**config.mk**
```make
export PLATFORM = sky130hd
export DESIGN_NAME = pwmb_channel
export DESIGN_NICKNAME = d
export VERILOG_FILES = /design/src/rtl/pwmb_pkg.sv /design/src/rtl/pwmb_regbank.sv /design/src/rtl/pwmb_timebase.sv /design/src/rtl/pwmb_outstage.sv /design/src/rtl/pwmb_channel.sv
export SDC_FILE = /design/constraint.sdc
export NUM_CORES = 1
export LEC_CHECK = 0
export ABC_AREA = 0
export BUFFER_PORTS_ARGS = -buffer_cell sky130_fd_sc_hd__buf_2
export CORE_MARGIN = 4
export CORE_UTILIZATION = 40
export DETAILED_ROUTE_END_ITERATION = 8
export PLACE_DENSITY = 0.53
export SYNTH_ARGS = -nofsm -noshare
export SYNTH_HDL_FRONTEND = slang
export SYNTH_HIERARCHICAL = 1
export SYNTH_SLANG_ARGS = --single-unit
```
**constraint.sdc**
```tcl
create_clock -name clk -period 2.8 [get_ports clk]
set_input_delay 0.56 -clock clk [delete_from_list [all_inputs] [get_ports clk]]
set_output_delay 0.56 -clock clk [all_outputs]
set_load 0.1 [all_outputs]
```
**src/rtl/pwmb_pkg.sv**
```systemverilog
package pwmb_pkg;

    typedef enum logic [1:0] {
        SEL_DUTY   = 2'b00,
        SEL_PERIOD = 2'b01,
        SEL_POL    = 2'b10,
        SEL_NONE   = 2'b11
    } pwmb_sel_e;

    localparam int unsigned NUM_CMP    = 2;
    localparam int unsigned CMP_DUTY   = 0;
    localparam int unsigned CMP_PERIOD = 1;

    typedef struct packed {
        logic period;
        logic duty;
    } pwmb_evt_t;

    // Output level update: a duty end sets, a period end clears, set wins.
    function automatic logic next_level(input logic cur, input pwmb_evt_t ev);
        logic lvl;
        lvl = cur;
        if (ev.period) lvl = 1'b0;
        if (ev.duty)   lvl = 1'b1;
        return lvl;
    endfunction

endpackage

```
**src/rtl/pwmb_regbank.sv**
```systemverilog
module pwmb_regbank
    import pwmb_pkg::*;
#(
    parameter int unsigned CW = 16
) (
    input  logic          clk,
    input  logic          rst,
    input  logic          wr_en,
    input  pwmb_sel_e     wr_sel,
    input  logic [CW-1:0] wr_data,
    input  logic          chan_en,
    input  logic          wrap,
    output logic [CW-1:0] period_buf,
    output logic [CW-1:0] duty_act,
    output logic [CW-1:0] period_act,
    output logic          pol
);

    localparam logic [CW-1:0] MIN_PERIOD = CW'(2);

    logic [CW-1:0] duty_buf;
    logic          period_ok;

    assign period_ok = (wr_data >= MIN_PERIOD);

    // Holding buffers and polarity
    always_ff @(posedge clk) begin
        if (rst) begin
            duty_buf   <= '0;
            period_buf <= '0;
            pol        <= 1'b0;
        end else if (wr_en) begin
            unique case (wr_sel)
                SEL_DUTY:   duty_buf <= wr_data;
                SEL_PERIOD: if (period_ok) period_buf <= wr_data;
                SEL_POL:    pol <= wr_data[0];
                default:    ;
            endcase
        end
    end

    // Active compare values: transparent while idle, copied at wrap while running
    always_ff @(posedge clk) begin
        if (rst) begin
            duty_act   <= '0;
            period_act <= '0;
        end else if (!chan_en || wrap) begin
            duty_act   <= duty_buf;
            period_act <= period_buf;
        end
    end

endmodule

```
**src/rtl/pwmb_timebase.sv**
```systemverilog
module pwmb_timebase
    import pwmb_pkg::*;
#(
    parameter int unsigned CW = 16
) (
    input  logic          clk,
    input  logic          rst,
    input  logic          chan_en,
    input  logic          tick,
    input  logic [CW-1:0] duty_act,
    input  logic [CW-1:0] period_act,
    output logic [CW-1:0] cnt,
    output pwmb_evt_t     match,
    output logic          advance,
    output logic          wrap
);

    localparam logic [CW-1:0] CNT_START = CW'(1);

    assign advance      = chan_en && tick;
    assign match.duty   = chan_en && (cnt == duty_act);
    assign match.period = chan_en && (cnt == period_act);
    assign wrap         = advance && match.period;

    always_ff @(posedge clk) begin
        if (rst) begin
            cnt <= CNT_START;
        end else if (advance) begin
            cnt <= wrap ? CNT_START : cnt + CNT_START;
        end
    end

endmodule

```
**src/rtl/pwmb_outstage.sv**
```systemverilog
module pwmb_outstage
    import pwmb_pkg::*;
(
    input  logic      clk,
    input  logic      rst,
    input  logic      advance,
    input  pwmb_evt_t match,
    input  logic      pol,
    output pwmb_evt_t evt,
    output logic      act,
    output logic      pwm
);

    logic [NUM_CMP-1:0] mvec;
    logic [NUM_CMP-1:0] evec;

    assign mvec[CMP_DUTY]   = match.duty;
    assign mvec[CMP_PERIOD] = match.period;

    // End-of-match strobes: a match that is present when the counter moves on
    for (genvar i = 0; i < NUM_CMP; i++) begin : g_end
        always_ff @(posedge clk) begin
            if (rst) evec[i] <= 1'b0;
            else     evec[i] <= advance && mvec[i];
        end
    end

    assign evt.duty   = evec[CMP_DUTY];
    assign evt.period = evec[CMP_PERIOD];

    always_ff @(posedge clk) begin
        if (rst) act <= 1'b0;
        else     act <= next_level(act, evt);
    end

    assign pwm = act ? pol : ~pol;

endmodule

```
**src/rtl/pwmb_channel.sv**
```systemverilog
module pwmb_channel
    import pwmb_pkg::*;
#(
    parameter int unsigned CNT_W = 16
) (
    input  logic             clk,
    input  logic             rst,
    input  logic             tick_i,
    input  logic             chan_en_i,
    input  logic             wr_en_i,
    input  logic [1:0]       wr_sel_i,
    input  logic [CNT_W-1:0] wr_data_i,
    output logic             pwm_o
);

    logic [CNT_W-1:0] period_buf;
    logic [CNT_W-1:0] duty_act;
    logic [CNT_W-1:0] period_act;
    logic [CNT_W-1:0] cnt_q;
    logic             pol_q;
    logic             advance;
    logic             wrap;
    logic             act_q;
    pwmb_evt_t        match;
    pwmb_evt_t        evt_q;

    pwmb_regbank #(.CW(CNT_W)) u_regs (
        .clk        (clk),
        .rst        (rst),
        .wr_en      (wr_en_i),
        .wr_sel     (pwmb_sel_e'(wr_sel_i)),
        .wr_data    (wr_data_i),
        .chan_en    (chan_en_i),
        .wrap       (wrap),
        .period_buf (period_buf),
        .duty_act   (duty_act),
        .period_act (period_act),
        .pol        (pol_q)
    );

    pwmb_timebase #(.CW(CNT_W)) u_tb (
        .clk        (clk),
        .rst        (rst),
        .chan_en    (chan_en_i),
        .tick       (tick_i),
        .duty_act   (duty_act),
        .period_act (period_act),
        .cnt        (cnt_q),
        .match      (match),
        .advance    (advance),
        .wrap       (wrap)
    );

    pwmb_outstage u_out (
        .clk     (clk),
        .rst     (rst),
        .advance (advance),
        .match   (match),
        .pol     (pol_q),
        .evt     (evt_q),
        .act     (act_q),
        .pwm     (pwm_o)
    );

endmodule

```
==> results of run 1 <==
==> metrics by stage <==
step                      util, %  power [mW]  instance area [sq um]  cells  setup slack (ns)
after floorplan                 -        1.39                   3820    446             0.364
after global placement       43.2        1.45                   4010    574             0.556
after detailed placement     43.2        1.46                   4010    574             0.497
after CTS                    45.4        2.35                   4210    590             0.491
after global routing         45.4        2.43                   4210    590             0.390
final                        45.4        2.32                   4210    590             0.486
==> Yosys cell counts, drive strengths merged <==
library cell and number:
nand2 103, dfxtp 84, a21oi 51, xnor2 24, nand2b 21, clkbuf 19
nor2 19, xor2 19, mux2i 17, or2b 14, buf 12, nor4 12
nand3 11, nand4 7, nor3 7, and3 4, inv 4, o21ai 4
and2 2, and3b 2, and4b 1, and4bb 1, ha 1, nor2b 1
nor3b 1, o211a 1, o211ai 1, o31ai 1, or3 1, or3b 1
==> metal layers <==
metal	global-route usage, %	up-vias
met5	0	-
met3	3.98	8
met1	22.9	1316
met4	4.35	0
li1	-	1488
met2	22.5	46
==> path summary, 6_finish.rpt <==
check / startpoint / to
max: u_tb/cnt[0] / u_regs/period_act[11]
min: u_out/evt[0] / u_out/act
max reg2reg: u_tb/cnt[0] / u_regs/period_act[11]
min reg2reg: u_out/evt[0] / u_out/act
==> power by group through the flow <==
stage	sequential [mW]	combinational, mW	clock (mW)
2_1_floorplan	1.26	0.132	0
5_1_grt	1.24	0.203	0.985
3_3_place_gp	1.27	0.184	0
3_5_place_dp	1.27	0.186	0
4_1_cts	1.24	0.187	0.926
6_report	1.24	0.184	0.898
==> final cells by class <==
class,count,area (sq um),area share [%]
Inverter,4,15.0,0.356
Timing Repair Buffer,30,180,4.28
Clock inverter,6,70.1,1.66
Multi-Input combinational cell,327,1970,46.7
Sequential cell,84,1680,39.9
Clock buffer,10,138,3.27
Tap cell,129,161,3.83
==> critical path: stages, from the launching register on <==
cell and delay, ns:
dfxtp_1 0.47, xor2_1 0.15, nor4_4 0.37, nand2_1 0.09
and4bb_2 0.29, and2_1 0.16, nand2b_1 0.12, buf_4 0.32
nand2_1 0.14, a21oi_1 0.15
==> state kept, by name (all words and copies together) (netlist names) <==
name,count
u_out/act,1
u_out/evt,2
u_regs/duty_act,16
u_regs/duty_buf,16
u_regs/period_act,16
u_regs/period_buf,16
u_regs/pol,1
u_tb/cnt,16
==> cell families after synthesis <==
group | after synthesis | share of synthesized area, %
flip-flops | 84 | 44.1
buffers and inverters | 35 | 4.43
AND/OR/NAND/NOR | 208 | 28.5
adder cells (fa/ha/maj) | 1 | 0.328
XOR/XNOR | 43 | 9.87
multiplexers | 17 | 4.46
AO/OA/AOI/OAI | 58 | 8.33
==> metrics.cfg, run 1 <==
[clocking]
ctsHoldBuffers = 0
max-clock-path-buffers = 2
h-tree-depth = 3
cts_resized = 0
cts_sink_count = 84
cts-buffers-inserted = 9
post-cts-setup-buffer-count = 0
cts.reportedPaths.clkPinSlew_ns = 0.09
cts_tree = done
insertion_delay_ns = 0.36
clock_tree.root_cell = clkbuf_8

[detailed_routing]
route.antenna.remaining_nets = 0
routed_via_density = 4.84
detail_route.drc_violations = 0
avgRoutedWirePerCell_um = 14.2
detailroute.wirelength.met3_um = 286
routed_wl_um = 8400
overall_via_count_from_detail_route = 2858
drtIter0Drc = 158
wirelength_met1_um = 4350
wl_met2_um = 3650
dr.max_layer_used = met4
drt-pass1-iter-count = 4

[floorplanning]
die-area_sq_um = 11200
die_w_um = 106
rows = 35
starting_density_of_the_core_pct = 41.1
die_h_um = 106
design.portCount = 24
core_area_sq_um = 9280

[setup_path]
r2r_cells = 9
critPathKind = reg -> reg
reg2reg_setup_slack_ns = 0.49
path_max_fanout = 32
signal_arrival_time_at_the_worst_endpoint_ns = 2.61
worstSetupStartpointType = register
worstSetupEndpointType = register
crit_required_ns = 3.09

[finish]
mostFrequentLayoutCells = nand2_1 (102), dfxtp_1 (84), a21oi_1 (50), xnor2_1 (24), buf_2 (23)
nFillCells = 977
nNetsFinal = 480
layout_commonest_cell = nand2_1
area_growth_syn_to_fin_pct = 10.4
drive_gt1_share_pct = 13.2
antenna_cells = 0

[sta]
period_needed_ns = 2.31
period_utilisation_layout_pct = 82.7
count_of_endpoints_failing_setup_in_the_final_report = 0
rsz0062_at_grt = no
final_number_of_max_transition_violations = 0
relative_slew_slack_pct = 28.7
worstMarginPinSlew_ns = 1.07
setup_total_negative_slack_ns = 0
finalHoldViolations = 0
final_hold_slack_ns = 0.444
max_clock_freq_mhz = 432
finClkSkew_ns = 0.00950

[placement]
port_buffers = 23
dp_hpwl_um = 5880
globalplace.congestion = 0.836

[power]
power.density_nw_per_um2 = 551
comb_power_share_pct = 7.9
clkPwrFrac_pct = 38.7
seq_power_share_pct = 53.4
p_sw_share_pct = 25.3
peakVddDrop_uv = 215
leakage_nw = 1.51
intPower_mw = 1.74
p_sw_mw = 0.587

[logic_synthesis]
syn-mean-instance-area_sq_um = 8.56
yosysUniqueCellTypes = 42
netlist_area_sq_um = 3820
total_nets_after_synthesis = 470
yosys_warnings = 6
netlist.top_cell.by_area = dfxtp_1
post-synth-top-area-fraction_pct = 44.1
synth-seq-area-share_pct = 44.1
synthCells = 446
yosys_register_bits = 84
top_cells_by_area_synth = dfxtp_1 (44%), nand2_1 (10%), a21oi_1 (6.6%), xnor2_1 (5.5%), mux2i_1 (4.5%)

[worst_hold_path]
hold_depth = 2
worst_hold_path_type = reg -> reg

[grt]
grt_antenna_before_repair = 0
grt.total_usage_pct = 15.6
grt_pass1_wl_um = 13800
grt_pass1_vias = 2694
grt_overflow = 0
grt_max_degree = 91

[outcome]
status = finished clean

[flow_run]
maxCapViolCount = 0

(Power assumes the default switching activity.)
==> run 2, diff against run 1 <==
Clock period 2.8 ns to 2.25 ns, I/O delays scaled along.
==> metrics.cfg, run 2 (same netlist as run 1, synthesis figures left out) <==
[outcome]
status = finished clean  ; unchanged

[setup_path]
worstSetupStartpointType = register  ; unchanged
r2r_cells = 9  ; unchanged
crit_buf_inv = 1  ; unchanged
crit_path_frequent_cell = nand2_1  ; unchanged
critical_path.reg2reg.startpoint = u_tb/cnt[4]  ; was u_tb/cnt[0]
reg2reg_setup_slack_ns = 0.16  ; was 0.49 ns
regToRegEndpoint = u_regs/period_act[14]  ; was u_regs/period_act[11]
path_cells = xor2_1 -> nor4_4 -> nand2_1 -> and4bb_2 -> and2_1 -> nand2b_1 -> buf_12 -> nand2_1 -> a21oi_1  ; was xor2_1 -> nor4_4 -> nand2_1 -> and4bb_2 -> and2_1 -> nand2b_1 -> buf_4 -> nand2_1 -> a21oi_1
worstSetupEndpointType = register  ; unchanged
worstSetupPathDepth = 9  ; unchanged
signal_arrival_time_at_the_worst_endpoint_ns = 2.37  ; was 2.61 ns
path_max_fanout = 32  ; unchanged
critical_path.slowest_cell = nor4_4  ; was dfxtp_1
crit_required_ns = 2.53  ; was 3.09 ns
critPathKind = reg -> reg  ; unchanged
cpPeakStageDelay_ns = 0.34  ; was 0.47 ns
critPathTopFamily = simple AND/OR/NAND/NOR gates  ; unchanged

[finish]
layout_commonest_cell = nand2_1  ; unchanged
antenna_cells = 0  ; unchanged
drive_gt1_share_pct = 16.0  ; was 13.2%
mostFrequentLayoutCells = nand2_1 (102), dfxtp_1 (83), a21oi_1 (50), buf_2 (23), xnor2_1 (23)  ; was nand2_1 (102), dfxtp_1 (84), a21oi_1 (50), xnor2_1 (24), buf_2 (23)
nNetsFinal = 494  ; was 480
layoutNonFillerInstCount = 603  ; was 590
area_growth_syn_to_fin_pct = 13.2  ; was 10.4%

[worst_hold_path]
worst_hold_start = wr_data_i[13]  ; was u_out/evt[0]
worst_hold_path_type = in -> reg  ; was reg -> reg
hold_depth = 3  ; was 2
min_to = u_regs/duty_buf[13]  ; was u_out/act

[floorplanning]
rows = 35  ; unchanged
die_h_um = 106  ; unchanged
die_w_um = 106  ; unchanged
die-area_sq_um = 11200  ; unchanged
core_area_sq_um = 9280  ; unchanged
starting_density_of_the_core_pct = 41.1  ; unchanged
design.portCount = 24  ; unchanged

[detailed_routing]
detail_route.drc_violations = 0  ; unchanged
route.antenna.remaining_nets = 0  ; unchanged
overall_via_count_from_detail_route = 2923  ; was 2858
routed_wl_um = 8870  ; was 8400 um
drt-pass1-iter-count = 4  ; unchanged
routed_via_density = 4.85  ; was 4.84
drtIter0Drc = 143  ; was 158
avgRoutedWirePerCell_um = 14.7  ; was 14.2 um

[grt]
grt_antenna_before_repair = 0  ; unchanged
grt_pass1_wl_um = 15000  ; was 13800 um
grt_pass1_vias = 2898  ; was 2694
grt_overflow = 0  ; unchanged
grt_max_degree = 33  ; was 91
grt.total_usage_pct = 16.9  ; was 15.6%

[sta]
final_number_of_max_transition_violations = 0  ; unchanged
finalHoldViolations = 0  ; unchanged
setup_total_negative_slack_ns = 0  ; unchanged
worstMarginPinSlew_ns = 0.530  ; was 1.07 ns
finClkSkew_ns = 0.0118  ; was 0.00950 ns
period_needed_ns = 2.09  ; was 2.31 ns
rsz0062_at_grt = no  ; unchanged
count_of_endpoints_failing_setup_in_the_final_report = 0  ; unchanged
relative_slew_slack_pct = 64.4  ; was 28.7%
period_utilisation_layout_pct = 92.8  ; was 82.7%
max_clock_freq_mhz = 479  ; was 432 MHz

[power]
peakVddDrop_uv = 274  ; was 215 uV
power.density_nw_per_um2 = 644  ; was 551 nW/um^2
leakage_nw = 1.58  ; was 1.51 nW

[placement]
port_buffers = 23  ; unchanged
globalplace.congestion = 0.828  ; was 0.836
place_inst = 586  ; was 574
dp_hpwl_um = 6310  ; was 5880 um

[clocking]
cts_sink_count = 84  ; unchanged
insertion_delay_ns = 0.35  ; was 0.36 ns
clock_tree.root_cell = clkbuf_8  ; unchanged
cts-buffers-inserted = 9  ; unchanged
cts_tree = done  ; unchanged
h-tree-depth = 3  ; unchanged
max-clock-path-buffers = 2  ; unchanged
cts.reportedPaths.clkPinSlew_ns = 0.09  ; about the same

[flow_run]
maxCapViolCount = 0  ; unchanged

[run 2: layer usage]
metal  wire length (um)  vias to the layer above  GRT usage [%]
li1                   -                     1519              -
met1               4550                     1357           24.3
met2               3990                       45           26.0
met3                294                        2           3.43
met4                 38                        0           4.26
met5                  0                        -              0
[run 2: where the power goes]
part           total [mW]  switching, mW  internal, mW  leakage [nW]
clock network       0.986          0.557         0.429        0.0848
logic               0.254          0.150         0.104         0.810
registers            1.54         0.0229          1.52         0.681
total                2.78          0.729          2.05          1.57
[run 2: stage by stage]
stage	hold slack [ns]	instance area, sq um	worst slack, ns	util [%]	power, mW
after floorplan	0.412	3820	0.181	-	1.73
after global routing	0.351	4320	0.0173	46.5	2.92
after global placement	0.438	4130	0.171	44.5	1.82
after detailed placement	0.432	4130	0.127	44.5	1.83
after CTS	0.336	4300	0.0959	46.4	2.81
final	0.351	4320	0.162	46.5	2.78
[run 2: cell type report]
cell class | instances | area, sq um
multi-input cells | 327 | 1980
clock inverters | 5 | 37.5
flip-flops and latches | 84 | 1680
repair buffers | 44 | 310
well taps | 129 | 161
fillers | 962 | 4960
inverters | 4 | 15.0
clock buffers | 10 | 138
[run 2: timing repair]
| item | CTS | global route |
|---|---|---|
| endpoints found under the hold margin | 0 | 0 |
| hold buffers | 0 | 0 |
| setup endpoints to repair | 0 | 32 |
| resized for setup | 0 | 1 |
| setup buffers | 0 | 2 |
[run 2: worst max-delay path by stage]
stage,startpoint,end,slack [ns]
after floorplan,u_tb/cnt[0],u_regs/duty_act[1],0.18
after global routing,u_tb/cnt[7],u_regs/period_act[14],0.02
after CTS,u_tb/cnt[13],u_regs/duty_act[8],0.1
after global placement,u_tb/cnt[8],u_regs/period_act[12],0.17
after detailed placement,u_tb/cnt[8],u_regs/period_act[13],0.13
final,u_tb/cnt[4],u_regs/period_act[14],0.16
[run 2: worst min-delay path: cells and delay by family]
kind                   cells  cell delay (ns)
AOI/OAI and AO/OA          1             0.05
buffers and inverters      1             0.11
and+or+nand+nor            1             0.05
